--- src/rtl/sfw_pkg.sv ---
package sfw_pkg;
    localparam int FRAME_W  = 11;
    localparam int CNT_W    = 3;
    localparam int STATUS_W = 16;
    localparam logic [CNT_W-1:0] CNT_MAX = {CNT_W{1'b1}};

    typedef struct packed {
        logic               flag;
        logic [CNT_W-1:0]   count;
        logic [FRAME_W-1:0] frame;
    } sfw_state_t;
endpackage

--- src/rtl/sfw_watchdog.sv ---
module sfw_watchdog #(
    parameter int PERIOD_W = 16
) (
    input  logic                clk,
    input  logic                rst_n,
    input  logic                restart_i,
    input  logic [PERIOD_W-1:0] period_i,
    output logic                expire_o
);
    logic [PERIOD_W-1:0] tick_d, tick_q;
    logic [PERIOD_W-1:0] last_tick;
    logic                armed;

    always_comb begin
        last_tick = period_i - PERIOD_W'(1);
        armed     = (period_i != '0);
        expire_o  = 1'b0;
        tick_d    = tick_q + PERIOD_W'(1);
        if (restart_i || !armed) begin
            tick_d = '0;
        end else if (tick_q >= last_tick) begin
            expire_o = 1'b1;
            tick_d   = '0;
        end
    end

    always_ff @(posedge clk or negedge rst_n) begin
        if (!rst_n) tick_q <= '0;
        else        tick_q <= tick_d;
    end
endmodule

--- src/rtl/sfw_status.sv ---
module sfw_status
    import sfw_pkg::*;
(
    input  logic               clk,
    input  logic               rst_n,
    input  logic               frame_we_i,
    input  logic [FRAME_W-1:0] frame_i,
    input  logic               any_mark_i,
    input  logic               expire_i,
    input  logic               irq_en_i,
    input  logic               flag_clr_i,
    output sfw_state_t         state_o
);
    sfw_state_t st_d, st_q;

    always_comb begin
        st_d = st_q;
        if (frame_we_i) st_d.frame = frame_i;
        if (any_mark_i) begin
            st_d.count = '0;
        end else if (expire_i && irq_en_i && (st_q.count != CNT_MAX)) begin
            st_d.count = st_q.count + CNT_W'(1);
        end
        if (flag_clr_i)    st_d.flag = 1'b0;
        else if (expire_i) st_d.flag = 1'b1;
    end

    always_ff @(posedge clk or negedge rst_n) begin
        if (!rst_n) st_q <= '0;
        else        st_q <= st_d;
    end

    assign state_o = st_q;
endmodule

--- src/rtl/usb_sof_watch.sv ---
module usb_sof_watch
    import sfw_pkg::*;
#(
    parameter int PERIOD_W = 16
) (
    input  logic                clk,
    input  logic                rst_n,
    input  logic                sof_valid_i,
    input  logic [FRAME_W-1:0]  sof_frame_i,
    input  logic                eop_seen_i,
    input  logic                low_speed_i,
    input  logic                tmo_irq_en_i,
    input  logic [PERIOD_W-1:0] tmo_period_i,
    input  logic                flag_clr_i,
    output logic [STATUS_W-1:0] status_o,
    output logic                irq_o
);
    logic       live_mark;
    logic       any_mark;
    logic       frame_we;
    logic       expire;
    sfw_state_t state;

    always_comb begin
        live_mark = low_speed_i ? eop_seen_i : sof_valid_i;
        any_mark  = sof_valid_i | eop_seen_i;
        frame_we  = sof_valid_i & ~low_speed_i;
    end

    sfw_watchdog #(.PERIOD_W(PERIOD_W)) u_wd (
        .clk      (clk),
        .rst_n    (rst_n),
        .restart_i(live_mark),
        .period_i (tmo_period_i),
        .expire_o (expire)
    );

    sfw_status u_st (
        .clk       (clk),
        .rst_n     (rst_n),
        .frame_we_i(frame_we),
        .frame_i   (sof_frame_i),
        .any_mark_i(any_mark),
        .expire_i  (expire),
        .irq_en_i  (tmo_irq_en_i),
        .flag_clr_i(flag_clr_i),
        .state_o   (state)
    );

    assign status_o = {state.flag, state.count, 1'b0, state.frame};
    assign irq_o    = state.flag & tmo_irq_en_i;
endmodule

--- config.mk ---
export PLATFORM = sky130hd
export DESIGN_NAME = usb_sof_watch
export DESIGN_NICKNAME = d
export VERILOG_FILES = /design/src/rtl/sfw_pkg.sv /design/src/rtl/sfw_watchdog.sv /design/src/rtl/sfw_status.sv /design/src/rtl/usb_sof_watch.sv
export SDC_FILE = /design/constraint.sdc
export NUM_CORES = 1
export LEC_CHECK = 0
export CELL_PAD_IN_SITES_DETAIL_PLACEMENT = 1
export CELL_PAD_IN_SITES_GLOBAL_PLACEMENT = 1
export CORE_MARGIN = 2
export CORE_UTILIZATION = 37
export CTS_CLUSTER_DIAMETER = 150
export DETAILED_ROUTE_END_ITERATION = 12
export PLACE_DENSITY_LB_ADDON = 0.3
export SLEW_MARGIN = 20
export SYNTH_ARGS = -nofsm -noshare
export SYNTH_HDL_FRONTEND = slang
export SYNTH_SLANG_ARGS = --single-unit
--- constraint.sdc ---
create_clock -name clk -period 2.9 [get_ports clk]
set_input_delay 0.725 -clock clk [delete_from_list [all_inputs] [get_ports clk]]
set_output_delay 0.725 -clock clk [all_outputs]
set_load 0.01 [all_outputs]
==> results of run 1 <==
worst max path at each step:
stage	slack, ns	endpoint	depth (start not counted)	startpoint
floorplan	-0.28	u_st.state_o[11]	11	tmo_period_i[5]
CTS	-0.29	u_st.state_o[12]	11	tmo_period_i[10]
global placement	-0.85	u_st.state_o[11]	13	tmo_period_i[0]
finish	-0.35	u_st.state_o[12]	15	tmo_period_i[6]
global route	-0.51	u_st.state_o[12]	12	tmo_period_i[6]
detailed placement	-1.05	u_st.state_o[12]	13	tmo_period_i[0]
cell usage in the layout, fill, tap and decap left out, types with 3 or more instances in the layout:
| master | n |
|---|---|
| dfrtp_1 | 31 |
| nor2_4 | 6 |
| mux2_2 | 11 |
| buf_2 | 4 |
| nor3_1 | 5 |
| clkbuf_2 | 3 |
| xor2_1 | 12 |
| clkbuf_8 | 6 |
| nor2_1 | 7 |
| buf_6 | 6 |
| dlygate4sd2_1 | 3 |
| inv_1 | 5 |
| and2_1 | 3 |
| nor3_4 | 4 |
| nand4_1 | 3 |
| a21oi_1 | 6 |
| mux2i_1 | 3 |
| nand3_1 | 4 |
| buf_4 | 36 |
| nor2_2 | 12 |
| ha_1 | 19 |
| xnor2_1 | 16 |
| nand2_1 | 14 |
| nand2_2 | 4 |
| clkdlybuf4s50_1 | 35 |
cell families after synthesis:
logic type               after synthesis  synth area share (%)
AND/OR/NAND/NOR                       83                  21.5
buffers and inverters                 10                  2.39
multiplexers                          14                  7.55
adder cells (fa/ha/maj)               20                  12.3
XOR/XNOR                              28                  12.0
AO/OA/AOI/OAI                         17                  6.07
other                                  1                 0.184
flip-flops                            31                  38.0
power by group:
| group | internal (mW) | switching (mW) |
|---|---|---|
| sequential | 0.463 | 0.0208 |
| clock | 0.278 | 0.164 |
| combinational | 0.178 | 0.136 |
registers in the layout, summed over array words and instances (netlist names):
name,flops
u_st.state_o,15
u_wd.tick_q,16
what timing repair did:
| action | 4_1_cts | 5_1_grt |
|---|---|---|
| endpoints found under the hold margin | 0 | 0 |
| cloned | 0 | 1 |
| endpoints found under the setup margin | 20 | 20 |
| gates resized for setup | 64 | 30 |
| pin swaps | 18 | 14 |
| setup buffers | 10 | 5 |
synth_stat cells, types with 3 or more instances:
cell type and n:
a21oi_1 6, and2_1 3, and3_1 3, dfrtp_1 31, ha_1 20, inv_1 7
mux2_2 11, mux2i_1 3, nand2_1 18, nand3_1 5, nand4_1 3, nor2_1 25
nor2b_1 3, nor3_1 10, xnor2_1 16, xor2_1 12
area by class of cell:
| type | instances | share of cell area [%] |
|---|---|---|
| inverters | 7 | 0.815 |
| multi-input cells | 163 | 43.6 |
| repair buffers | 90 | 25.1 |
| clock buffers | 6 | 2.56 |
| well taps | 72 | 2.79 |
| flip-flops and latches | 31 | 24.1 |
| clock inverters | 2 | 1.09 |
per-layer routing:
metal  global-route usage [%]  share of wire (%)  vias up
li1                         -                  -      893
met1                     25.1                 41      960
met2                     39.8                 54       36
met3                     3.79                2.5       17
met4                     6.84                2.5        0
met5                        0                  0        -
worst register-to-register path, stage by stage (launching register included):
cell and delay [ns]:
dfrtp_1 0.43, inv_1 0.07, ha_1 0.26, nand2b_1 0.15
a2111oi_0 0.47, buf_4 0.20, or4b_4 0.16, nand4b_4 0.18
clkbuf_16 0.22, nor2_2 0.08
==> impl_metrics.env, run 1 <==
export IMPL_yosysWarningCount=0
export IMPL_fin_area_um2=3220
export IMPL_nNetsFinal=352
export IMPL_synth_top_area_cell="dfrtp_1"
export IMPL_antenna_left=0
export IMPL_cts_root_buffer="clkbuf_8"
export IMPL_rr_startpoint="u_wd.tick_q[0]"
export IMPL_final_util_pct=59.7
export IMPL_crit_chain="buf_8 -> nor4_4 -> buf_4 -> and3_4 -> nand2_2 -> xor2_1 -> ha_1 -> nand4_1 -> buf_4 -> buf_4 -> nor3_1 -> a211oi_2 -> buf_4 -> a31oi_4 -> mux2i_1"
export IMPL_hold_start="u_st.state_o[4]"
export IMPL_p_total_mw=1.24
export IMPL_critPathKind="in2reg"
export IMPL_synth_nets=258
export IMPL_synth_enable_flop_cells=0
export IMPL_placed_area_um2=2830
export IMPL_place_hpwl_mm=4.29
export IMPL_final_period_utilization_pct=112
export IMPL_fin_ws_ns=-0.349
export IMPL_hold_buffers=0
export IMPL_syn_area_um2=2040
export IMPL_drv_cap=0
export IMPL_drv_slew=0
export IMPL_r2r_cells=9
export IMPL_p_leak_nw=1.35
export IMPL_min_to="u_st.state_o[4]"
export IMPL_r2r_end="u_wd.tick_q[9]"
export IMPL_status="finished with violations"
export IMPL_via_per_inst=5.14
export IMPL_gp_routability_congestion=0.824
export IMPL_cts_tree="yes"
export IMPL_start_kind="input pin"
export IMPL_drc=0
export IMPL_ys_seq_area_share_pct=38.0
export IMPL_rrSetupSlack_ns=0.63
export IMPL_post_route_min_period_ns=3.25
export IMPL_worst_hold_path_type="reg2reg"
export IMPL_clkTransAtPathRegs_ns=0.07
export IMPL_coreArea_um2=5410
export IMPL_post_place_ws_ns=-1.05
export IMPL_synth_main_ff_cell="dfrtp_1"
export IMPL_violations="negative setup slack"
export IMPL_grt_max_degree=32
export IMPL_postSynthCellCount=204
export IMPL_clock_skew_ns=0.00520
export IMPL_grt_pass1_vias=2060
export IMPL_drt_wirelength_per_cell_um=18.0
export IMPL_cp_max_fo=3
export IMPL_ff_latch_area_um2=776
export IMPL_initial_core_util_pct=37.7
export IMPL_clock_sinks=31
export IMPL_crit_top_cell="buf_4"
export IMPL_gr_total_overflow=0
export IMPL_hold_viol=0
export IMPL_crit_family="simple AND/OR/NAND/NOR gates"
export IMPL_end_kind="flip-flop"
export IMPL_yosysUniqueCellTypes=40
export IMPL_fin_hold_ws_ns=0.505
export IMPL_grt_pass1_wl_mm=10.3
export IMPL_crit_buf_inv=5
export IMPL_drive_above_1_share_pct=38.5
export IMPL_die_area_um2=6120
export IMPL_whs_path_depth=1
export IMPL_area_growth_synth_to_final_pct=58.1
export IMPL_slowest_delay_ns=0.32
export IMPL_setup_violations=20
export IMPL_route_vias_total=1906
export IMPL_required_ns=3.10
export IMPL_routed_wl_mm=6.67
export IMPL_synth_seq_cells=31
export IMPL_htreeDepth=2
export IMPL_antenna_found_initial=0
export IMPL_dr_pass1_iters=4
export IMPL_powerDensity_nw_per_um2=384
export IMPL_tns_ns=-6.34
export IMPL_track_usage_pct=21.5
export IMPL_multiInputGateArea_um2=1410
export IMPL_dp_cells=347
export IMPL_postSynthAreaPerCell_um2=10.0
export IMPL_crit_arrival_ns=3.45
export IMPL_irDropWorstVdd_mv=0.374
export IMPL_clock_fmax_ghz=0.308
export IMPL_synth_area_leaders="dfrtp_1 38%, ha_1 12%, xnor2_1 6.9%"
export IMPL_fill_cells=601
export IMPL_worst_path_max_delay_cell="ha_1"
export IMPL_die_h_um=78.2
export IMPL_drt_initial_drc_count=43
export IMPL_cts_buffer_depth=2
export IMPL_rows=27
export IMPL_io_pin_count=51
export IMPL_stdcell_count=371
export IMPL_die_x_um=78.2
export IMPL_numCtsBuffers=5
export IMPL_io_buffer_count=49
export IMPL_asyncSetResetFlopFracSynth_pct=100
export IMPL_synth_top_area_share_pct=38.0
export IMPL_insertion_delay_ns=0.28
export IMPL_n_antenna_cell=0
export IMPL_rsz0062_at_grt="true"
No activity file was read; power rests on OpenSTA's default activity.
==> run 2, diff against run 1 <==
MAX_ROUTING_LAYER = met4   (was unset)
==> impl_metrics.env, run 2 (synthesis results as in run 1) <==
export IMPL_hold_start="u_wd.tick_q[0]"
export IMPL_dr_pass1_iters=4
export IMPL_die_x_um=78.2
export IMPL_top_register="u_wd.tick_q"
export IMPL_antenna_left=0
export IMPL_clock_skew_ns=0.00888
export IMPL_r2r_end="u_wd.tick_q[11]"
export IMPL_via_per_inst=5.15
export IMPL_final_common_cell="buf_4"
export IMPL_crit_family="simple AND/OR/NAND/NOR gates"
export IMPL_worst_path_max_delay_cell="or4b_4"
export IMPL_die_h_um=78.2
export IMPL_fin_hold_ws_ns=0.488
export IMPL_required_ns=3.07
export IMPL_end_kind="flip-flop"
export IMPL_start_kind="input pin"
export IMPL_final_cell_mix="36 x buf_4, 35 x clkdlybuf4s50_1, 31 x dfrtp_1"
export IMPL_drt_initial_drc_count=65
export IMPL_area_growth_synth_to_final_pct=57.6
export IMPL_crit_arrival_ns=3.41
export IMPL_clockPowerShare_pct=35.9
export IMPL_drt_wirelength_per_cell_um=18.2
export IMPL_cts_tree="yes"
export IMPL_cts_buffer_depth=2
export IMPL_startpoint="tmo_period_i[6]"
export IMPL_status="finished with violations"
export IMPL_critPathKind="in2reg"
export IMPL_min_to="u_wd.tick_q[0]"
export IMPL_grt_max_degree=32
export IMPL_slew_headroom_pct=67.4
export IMPL_drv_slew=0
export IMPL_clkTransAtPathRegs_ns=0.06
export IMPL_crit_buf_inv=3
export IMPL_clock_fmax_ghz=0.308
export IMPL_p_seq_share_pct=39.1
export IMPL_cts_root_buffer="clkbuf_8"
export IMPL_coreArea_um2=5410
export IMPL_r2r_cells=9
export IMPL_drive_above_1_share_pct=38.5
export IMPL_routed_wl_mm=6.74
export IMPL_antenna_found_initial=0
export IMPL_numCtsBuffers=5
export IMPL_io_pin_count=51
export IMPL_die_area_um2=6120
export IMPL_route_vias_total=1912
export IMPL_violations="negative setup slack"
export IMPL_grt_pass1_wl_mm=10.3
export IMPL_multiInputGateArea_um2=1400
export IMPL_rrSetupSlack_ns=0.62
export IMPL_post_place_ws_ns=-1.05
export IMPL_rr_startpoint="u_wd.tick_q[0]"
export IMPL_rows=27
export IMPL_gp_routability_congestion=0.836
export IMPL_setup_violations=20
export IMPL_largest_register_ffs=16
export IMPL_fill_cells=606
export IMPL_hold_viol=0
export IMPL_io_buffer_count=49
export IMPL_final_period_utilization_pct=112
export IMPL_grt_pass1_vias=2062
export IMPL_worst_hold_path_type="reg2reg"
export IMPL_p_leak_nw=1.35
export IMPL_nNetsFinal=352
export IMPL_powerDensity_nw_per_um2=385
export IMPL_gr_total_overflow=0
export IMPL_htreeDepth=2
export IMPL_drc=0
export IMPL_drv_cap=0
export IMPL_track_usage_pct=22.1
export IMPL_netSwitchingPower_mw=0.320
export IMPL_crit_chain="buf_8 -> nor4_4 -> buf_4 -> and3_4 -> nand2_2 -> xor2_1 -> ha_1 -> nand4_1 -> nor3_2 -> or4b_4 -> nand4b_4 -> clkbuf_16 -> nor2_2"
export IMPL_cp_max_fo=7
export IMPL_post_route_min_period_ns=3.24
export IMPL_internal_power_mw=0.916
export IMPL_ff_latch_area_um2=776
export IMPL_insertion_delay_ns=0.28
export IMPL_worstMarginPinSlew_ns=0.477
export IMPL_n_antenna_cell=0
export IMPL_whs_path_depth=1
export IMPL_clock_sinks=31
export IMPL_slowest_delay_ns=0.54
export IMPL_fin_ws_ns=-0.343
export IMPL_swShare_pct=25.9
export IMPL_place_hpwl_mm=4.29
export IMPL_p_comb_share_pct=25.0
export IMPL_initial_core_util_pct=37.7
export IMPL_irDropWorstVdd_mv=0.324
export IMPL_rsz0062_at_grt="true"
[run 2: changes by cell type in the layout (fill, tap and decap cells not counted)]
cell,previous run,this run
nor2_2,12,14
nor2_4,6,4
[run 2: power by group through the flow]
stage	sequential (mW)	clock (mW)	combinational, mW
detailed placement	0.491	0	0.267
floorplan	0.499	0	0.0948
global route	0.488	0.470	0.335
global placement	0.490	0	0.260
CTS	0.483	0.457	0.285
finish	0.483	0.443	0.310
[run 2: how the worst max path moves through the flow]
stage / endpoint / slack (ns) / cells after the start
floorplan: u_st.state_o[11] / -0.28 / 11
CTS: u_st.state_o[12] / -0.29 / 11
global route: u_st.state_o[12] / -0.52 / 12
finish: u_wd.tick_q[11] / -0.34 / 13
global placement: u_st.state_o[11] / -0.85 / 13
detailed placement: u_st.state_o[12] / -1.05 / 13
[run 2: area by class of cell]
cell class | instances | area share [%]
inverters | 7 | 0.817
multi-input cells | 163 | 43.4
clock buffers | 6 | 2.57
flip-flops and latches | 31 | 24.1
repair buffers | 90 | 25.2
well taps | 72 | 2.80
clock inverters | 2 | 1.09
[run 2: stage by stage]
stage	util, %	total power, mW	area (um2)	TNS [ns]	std cells
after floorplan	-	0.594	2090	-4.33	204
after global placement	52.4	0.750	2830	-15.95	347
after detailed placement	52.4	0.758	2830	-19.40	347
after CTS	57.2	1.22	3090	-3.77	365
after global routing	59.5	1.29	3210	-9.21	371
final	59.5	1.24	3210	-6.42	371
[run 2: per-layer routing]
metal  track usage [%]  wire length, um  vias up
met2              39.8             3730       38
met1              25.1             2700      967
li1                  -                -      893
met3              3.68              165       14
met4              6.84              150        0
met5                 -                0        -
[run 2: repair_timing]
action	in CTS	in global routing
resized for setup	64	28
gates cloned	0	1
pin swaps	18	14
setup buffers	10	5
hold buffers	0	0
setup endpoints to repair	20	20
[run 2: worst register-to-register path, delay by kind of cell, from the launching register on]
kind | cells | cell delay (ns)
adders and majority gates | 1 | 0.26
and+or+nand+nor | 4 | 0.57
AOI/OAI and AO/OA | 1 | 0.50
buffers and inverters | 3 | 0.49
DFF | 1 | 0.40
